`src/rtl/bwc_pkg.sv`:
```
// Shared types and decode helpers for the bus wait-state controller.
// Assumes the control register layout is fixed at eight bits.
package bwc_pkg;

    localparam int CFG_W = 8;

    // Control register fields, most significant first.
    typedef struct packed {
        logic [1:0] mem_code;
        logic [1:0] io_code;
        logic       sense_ch0;
        logic       sense_ch1;
        logic [1:0] ch1_mode;
    } bwc_cfg_t;

    localparam logic [CFG_W-1:0] CFG_RESET = 8'hF0;

    // Memory wait count is the code itself.
    function automatic logic [2:0] mem_waits(input logic [1:0] code);
        return {1'b0, code};
    endfunction

    // I/O wait count skips one: 0,2,3,4.
    function automatic logic [2:0] io_waits(input logic [1:0] code);
        return (code == 2'b00) ? 3'd0 : ({1'b0, code} + 3'd1);
    endfunction

endpackage

```
`src/rtl/bwc_cfg_reg.sv`:
```
// Control register with an address decoder.
// Writes are taken on the clock edge when reg_wr is high and the address
// matches. Reads are combinational and return zero on a mismatch.
module bwc_cfg_reg
    import bwc_pkg::*;
#(
    parameter int              ADDR_W   = 8,
    parameter logic [ADDR_W-1:0] REG_ADDR = 8'h32
) (
    input  logic              clk,
    input  logic              rst_n,
    input  logic              wr,
    input  logic [ADDR_W-1:0] addr,
    input  logic [CFG_W-1:0]  wdata,
    output logic [CFG_W-1:0]  rdata,
    output bwc_cfg_t          cfg
);

    logic hit;
    assign hit = (addr == REG_ADDR);

    // Register storage: reset to maximum waits and level sense.
    always_ff @(posedge clk) begin
        if (!rst_n)
            cfg <= bwc_cfg_t'(CFG_RESET);
        else if (wr && hit)
            cfg <= bwc_cfg_t'(wdata);
    end

    // Read mux: register contents only on an address match.
    always_comb begin
        rdata = hit ? CFG_W'(cfg) : '0;
    end

endmodule

```
`src/rtl/bwc_wait_gen.sv`:
```
// Wait-state generator.
// On an accepted cycle start it loads the count for the cycle type. It then
// holds ready low while the count is nonzero. A start during a stall is
// ignored.
module bwc_wait_gen
    import bwc_pkg::*;
#(
    parameter int CNT_W = 3
) (
    input  logic             clk,
    input  logic             rst_n,
    input  logic             start,
    input  logic             is_io,
    input  bwc_cfg_t         cfg,
    output logic             ready,
    output logic [CNT_W-1:0] cnt
);

    logic [CNT_W-1:0] load_val;

    // Select the wait count for this cycle type from the current settings.
    always_comb begin
        load_val = is_io ? CNT_W'(io_waits(cfg.io_code))
                         : CNT_W'(mem_waits(cfg.mem_code));
    end

    // Down-counter: load when idle, otherwise count toward zero.
    always_ff @(posedge clk) begin
        if (!rst_n)
            cnt <= '0;
        else if (cnt != '0)
            cnt <= cnt - CNT_W'(1);
        else if (start)
            cnt <= load_val;
    end

    // Ready is high whenever no wait is outstanding.
    always_comb begin
        ready = (cnt == '0);
    end

endmodule

```
`src/rtl/bwc_req_cond.sv`:
```
// One DMA request conditioner.
// Synchronizes the raw request, then passes it on as a level, or latches its
// rising edge until acknowledged. Assumes SYNC_STAGES >= 2.
module bwc_req_cond #(
    parameter int SYNC_STAGES = 2
) (
    input  logic clk,
    input  logic rst_n,
    input  logic raw,
    input  logic ack,
    input  logic edge_mode,
    output logic qual
);

    logic [SYNC_STAGES-1:0] sync_q;
    logic                   sync_s;
    logic                   prev_q;
    logic                   pend_q;
    logic                   rise;

    assign sync_s = sync_q[SYNC_STAGES-1];
    assign rise   = sync_s & ~prev_q;

    // Synchronizer chain for the asynchronous request.
    always_ff @(posedge clk) begin
        if (!rst_n)
            sync_q <= '0;
        else
            sync_q <= {sync_q[SYNC_STAGES-2:0], raw};
    end

    // Previous synchronized value, used for edge detection.
    always_ff @(posedge clk) begin
        if (!rst_n)
            prev_q <= 1'b0;
        else
            prev_q <= sync_s;
    end

    // Pending flag: a new edge wins over ack; cleared in level mode.
    always_ff @(posedge clk) begin
        if (!rst_n)
            pend_q <= 1'b0;
        else if (!edge_mode)
            pend_q <= 1'b0;
        else
            pend_q <= (pend_q & ~ack) | rise;
    end

    // Output select by sense mode.
    always_comb begin
        qual = edge_mode ? pend_q : sync_s;
    end

endmodule

```
`src/rtl/bwc_ctrl.sv`:
```
// Top level of the bus wait-state and DMA request-sense controller.
// Ties together the control register, the wait generator and one request
// conditioner per DMA channel.
module bwc_ctrl
    import bwc_pkg::*;
#(
    parameter int                ADDR_W      = 8,
    parameter logic [ADDR_W-1:0] REG_ADDR    = 8'h32,
    parameter int                CNT_W       = 3,
    parameter int                SYNC_STAGES = 2
) (
    input  logic              clk,
    input  logic              rst_n,
    input  logic              reg_wr,
    input  logic [ADDR_W-1:0] reg_addr,
    input  logic [7:0]        reg_wdata,
    output logic [7:0]        reg_rdata,
    input  logic              cyc_start,
    input  logic              cyc_is_io,
    output logic              bus_ready,
    input  logic [1:0]        req_raw,
    input  logic [1:0]        req_ack,
    output logic [1:0]        req_out,
    output logic [1:0]        ch1_mode
);

    localparam int NUM_CH = 2;

    bwc_cfg_t         cfg_q;
    logic [CNT_W-1:0] wait_cnt;
    logic [NUM_CH-1:0] sense_v;

    assign sense_v  = {cfg_q.sense_ch1, cfg_q.sense_ch0};
    assign ch1_mode = cfg_q.ch1_mode;

    bwc_cfg_reg #(.ADDR_W(ADDR_W), .REG_ADDR(REG_ADDR)) cfg_i (
        .clk   (clk),
        .rst_n (rst_n),
        .wr    (reg_wr),
        .addr  (reg_addr),
        .wdata (reg_wdata),
        .rdata (reg_rdata),
        .cfg   (cfg_q)
    );

    bwc_wait_gen #(.CNT_W(CNT_W)) wait_i (
        .clk   (clk),
        .rst_n (rst_n),
        .start (cyc_start),
        .is_io (cyc_is_io),
        .cfg   (cfg_q),
        .ready (bus_ready),
        .cnt   (wait_cnt)
    );

    for (genvar ch = 0; ch < NUM_CH; ch++) begin : g_ch
        bwc_req_cond #(.SYNC_STAGES(SYNC_STAGES)) req_i (
            .clk       (clk),
            .rst_n     (rst_n),
            .raw       (req_raw[ch]),
            .ack       (req_ack[ch]),
            .edge_mode (sense_v[ch]),
            .qual      (req_out[ch])
        );
    end

endmodule

```
`config.mk`:
```
export PLATFORM = sky130hd
export DESIGN_NAME = bwc_ctrl
export DESIGN_NICKNAME = d
export VERILOG_FILES = /design/src/rtl/bwc_pkg.sv /design/src/rtl/bwc_cfg_reg.sv /design/src/rtl/bwc_wait_gen.sv /design/src/rtl/bwc_req_cond.sv /design/src/rtl/bwc_ctrl.sv
export SDC_FILE = /design/constraint.sdc
export NUM_CORES = 1
export LEC_CHECK = 0
export BUFFER_PORTS_ARGS = -buffer_cell sky130_fd_sc_hd__buf_2
export CORE_UTILIZATION = 46
export DETAILED_ROUTE_END_ITERATION = 6
export PLACE_DENSITY = 0.77
export SYNTH_ARGS = -nofsm -noshare
export SYNTH_HDL_FRONTEND = slang
export SYNTH_SLANG_ARGS = --single-unit
```
`constraint.sdc`:
```
create_clock -name clk -period 1.45 [get_ports clk]
set_clock_uncertainty 0.15 [all_clocks]
set_input_delay 0.145 -clock clk [delete_from_list [all_inputs] [get_ports clk]]
set_output_delay 0.145 -clock clk [all_outputs]
set_load 0.005 [all_outputs]
```
==> impl_metrics.env <==
export IMPL_status="finished clean"
export IMPL_vias=882
export IMPL_fin_crit_ps=1420
export IMPL_power_density_nw_per_um2=984
export IMPL_setup_worst_path_end_class="output port"
export IMPL_drv_slew=0
export IMPL_finalSetupViolCount=0
export IMPL_synthesis_area_sq_um=922
export IMPL_gr_total_overflow=0
export IMPL_power_mw=1.28
export IMPL_ir_drop_mv=0.935
export IMPL_htreeDepth=1
export IMPL_worst_hold_path_type="input port to register"
export IMPL_layout_nets=180
export IMPL_critical_path_arrival_ps=1120
export IMPL_cts_tree="built"
export IMPL_critPathMaxFanout=3
export IMPL_drt_vias_per_instance=5.04
export IMPL_p_int_mw=0.901
export IMPL_regToRegSetupSlack_ps=110
export IMPL_rsz0062_at_grt="true"
export IMPL_wl_per_cell_um=11.9
export IMPL_gr_usage_all_layers_pct=20.5
export IMPL_path_class="register to output port"
export IMPL_die_w_um=46.8
export IMPL_ant_nets=0
export IMPL_fin_tns_setup_ps=0
export IMPL_fin_util_pct=71.9
export IMPL_die_h_um=46.8
export IMPL_portBuffers=37
export IMPL_combPwrFrac_pct=32.4
export IMPL_gp_congestion=0.766
export IMPL_critPathLaunchType="register"
export IMPL_cts_inserted_buffers=3
export IMPL_ys_types=25
export IMPL_ys_ff_latch=19
export IMPL_synth_seq_area_share_pct=41.2
export IMPL_hold_path_endpoint="cfg_i.cfg[6]"
export IMPL_power_frac_clock_pct=20.3
export IMPL_switching_share_pct=29.4
export IMPL_max_cap_violations=0
export IMPL_ys_warn_count=0
export IMPL_grt_pass1_wl_um=3140
export IMPL_reg2reg_to="wait_i.cnt[0]"
export IMPL_num_io_pins=38
export IMPL_slew_headroom_pct=78.0
export IMPL_grt_pass1_vias=777
export IMPL_leakagePower_nw=0.662
export IMPL_area_growth_pct=40.6
export IMPL_clkSlewWorstSetupHoldPaths_ps=100
export IMPL_finalWirelength_um=2080
export IMPL_hold_violations=0
export IMPL_layout_drive_gt1_share_pct=38.0
export IMPL_cts_buffer_depth=2
export IMPL_fin_hold_ws_ps=25.9
export IMPL_min_period_over_period_pct=97.9
export IMPL_firstDrtPassIters=4
export IMPL_place_ws_ps=-27.7
export IMPL_dieArea_sq_um=2190
export IMPL_seq_power_share_pct=47.3
export IMPL_fmax_mhz=704
export IMPL_syn_avg_cell_area_sq_um=9.22
export IMPL_clock_latency_ps=300
export IMPL_grt_max_degree=22
export IMPL_root_buffer="clkbuf_4"
export IMPL_power_switching_mw=0.375
export IMPL_fin_ws_ps=30.5
export IMPL_antenna_found_initial=0
export IMPL_worstMarginPinSlew_ps=330
export IMPL_first_iter_violations=5
export IMPL_hold_depth=3
export IMPL_clkSinkCount=19
export IMPL_crit_required_ps=1150
export IMPL_dp_hpwl_um=1390
export IMPL_syn_num_nets=129
export IMPL_drcViolationCount=0
export IMPL_reg2reg_depth=6
export IMPL_hold_start="reg_wr"
export IMPL_row_count=15
export IMPL_core_area_sq_um=1800
export IMPL_diodes=0
export IMPL_timing_rr_start="wait_i.cnt[0]"
export IMPL_start_util_pct=51.2
export IMPL_syn_inst=100
## layout make-up
class                   count  area [sq um]
fillers                   159           505
multi-input cells          64           474
flip-flops and latches     19           383
repair buffers             55           350
well taps                  25          31.3
inverters                   8          30.0
clock buffers               3          22.5
clock inverters             1          5.00
## power groups by stage
stage,logic [mW],clock network [mW],registers [mW]
after floorplan,0.182,0,0.597
after global placement,0.255,0,0.601
after detailed placement,0.277,0,0.603
after CTS,0.356,0.269,0.599
after global routing,0.453,0.295,0.608
final,0.413,0.259,0.603
## stage by stage
| stage | instances | area (sq um) |
|---|---|---|
| final | 175 | 1300 |
| after global routing | 175 | 1300 |
| after CTS | 174 | 1280 |
| after detailed placement | 157 | 1110 |
| after global placement | 157 | 1110 |
| after floorplan | 100 | 922 |
## sequential cells by signal, indices dropped and copies added, names as in the netlist
signal,cells
cfg_i.cfg,8
g_ch.req_i.sync_q,4
wait_i.cnt,3
g_ch.req_i.pend_q,2
g_ch.req_i.prev_q,2
## worst max path at each step
stage / start / to / slack (ps) / cells past startpoint
floorplan: wait_i.cnt[0] / wait_i.cnt[0] / 50 / 5
global placement: wait_i.cnt[0] / wait_i.cnt[0] / 70 / 5
detailed placement: wait_i.cnt[0] / wait_i.cnt[0] / -30 / 5
CTS: wait_i.cnt[1] / bus_ready / 4 / 4
global route: wait_i.cnt[1] / bus_ready / -20 / 4
finish: wait_i.cnt[0] / bus_ready / 30 / 4
## logic make-up after synthesis
family                   after synthesis  synth area share [%]
multiplexers                           6                  6.78
adder cells (fa/ha/maj)                4                  5.43
buffers and inverters                 17                  9.50
flip-flops                            19                  41.2
AO/OA/AOI/OAI                         13                  10.2
AND/OR/NAND/NOR                       41                  26.9
## cells in the final DEF (no fill, tap or decap)
cell type,synthesis,final
clkinv_2,0,1
nor2_1,1,1
o211a_1,1,1
o21ai_0,2,2
and4bb_2,1,1
nand2b_1,5,5
dfxtp_2,0,2
inv_1,8,6
nor2b_4,0,1
clkbuf_4,0,3
nand4_1,5,5
ha_4,0,1
and3_1,9,9
nand2_1,12,12
nor4b_4,1,1
mux2_2,2,2
a21oi_1,2,2
inv_2,0,2
a31oi_1,1,1
o2111a_1,1,1
o211ai_1,5,5
o2111ai_1,1,1
ha_1,4,3
buf_2,1,37
dfxtp_1,19,17
buf_4,4,6
mux2i_1,4,4
and2_1,6,6
dlygate4sd3_1,0,12
## worst max-delay path, cell delays in order, from the launching register on
cell and delay (ps):
dfxtp_1 350, inv_2 60, ha_4 160, nor2b_4 120
buf_2 120
## repair_timing
action / in CTS / in global routing
hold endpoints to repair: 12 / 0
buffers inserted: 1 / 1
endpoints found under the setup margin: 2 / 3
resized for setup: 4 / 4
pin swaps: 0 / 1
cloned: 0 / 0
hold buffers: 12 / 0
## metal layers
| metal | GRT usage [%] | wire, um | vias to the layer above |
|---|---|---|---|
| met5 | 0 | 0 | - |
| met2 | 38.9 | 1090 | 26 |
| met1 | 22.3 | 902 | 411 |
| li1 | - | - | 443 |
| met4 | 5.14 | 10 | 0 |
| met3 | 5.77 | 78 | 2 |
## Yosys cell counts
master | count | area share, %
mux2i_1 | 4 | 4.3
dfxtp_1 | 19 | 41
and4bb_2 | 1 | 1.4
clkbuf_1 | 3 | 1.2
nor2_1 | 1 | 0.41
a21oi_1 | 2 | 1.1
ha_1 | 4 | 5.4
o2111ai_1 | 1 | 0.95
o211a_1 | 1 | 1.1
o211ai_1 | 5 | 4.1
nand2b_1 | 5 | 3.4
buf_4 | 4 | 3.3
nor4b_4 | 1 | 2.6
buf_2 | 1 | 0.54
and3_1 | 9 | 6.1
buf_6 | 1 | 1.2
and2_1 | 6 | 4.1
inv_1 | 8 | 3.3
nand2_1 | 12 | 4.9
nor2b_1 | 1 | 0.68
mux2_2 | 2 | 2.4
o2111a_1 | 1 | 1.2
o21ai_0 | 2 | 1.1
a31oi_1 | 1 | 0.68
nand4_1 | 5 | 3.4
Power figures use the tool's default switching activity.
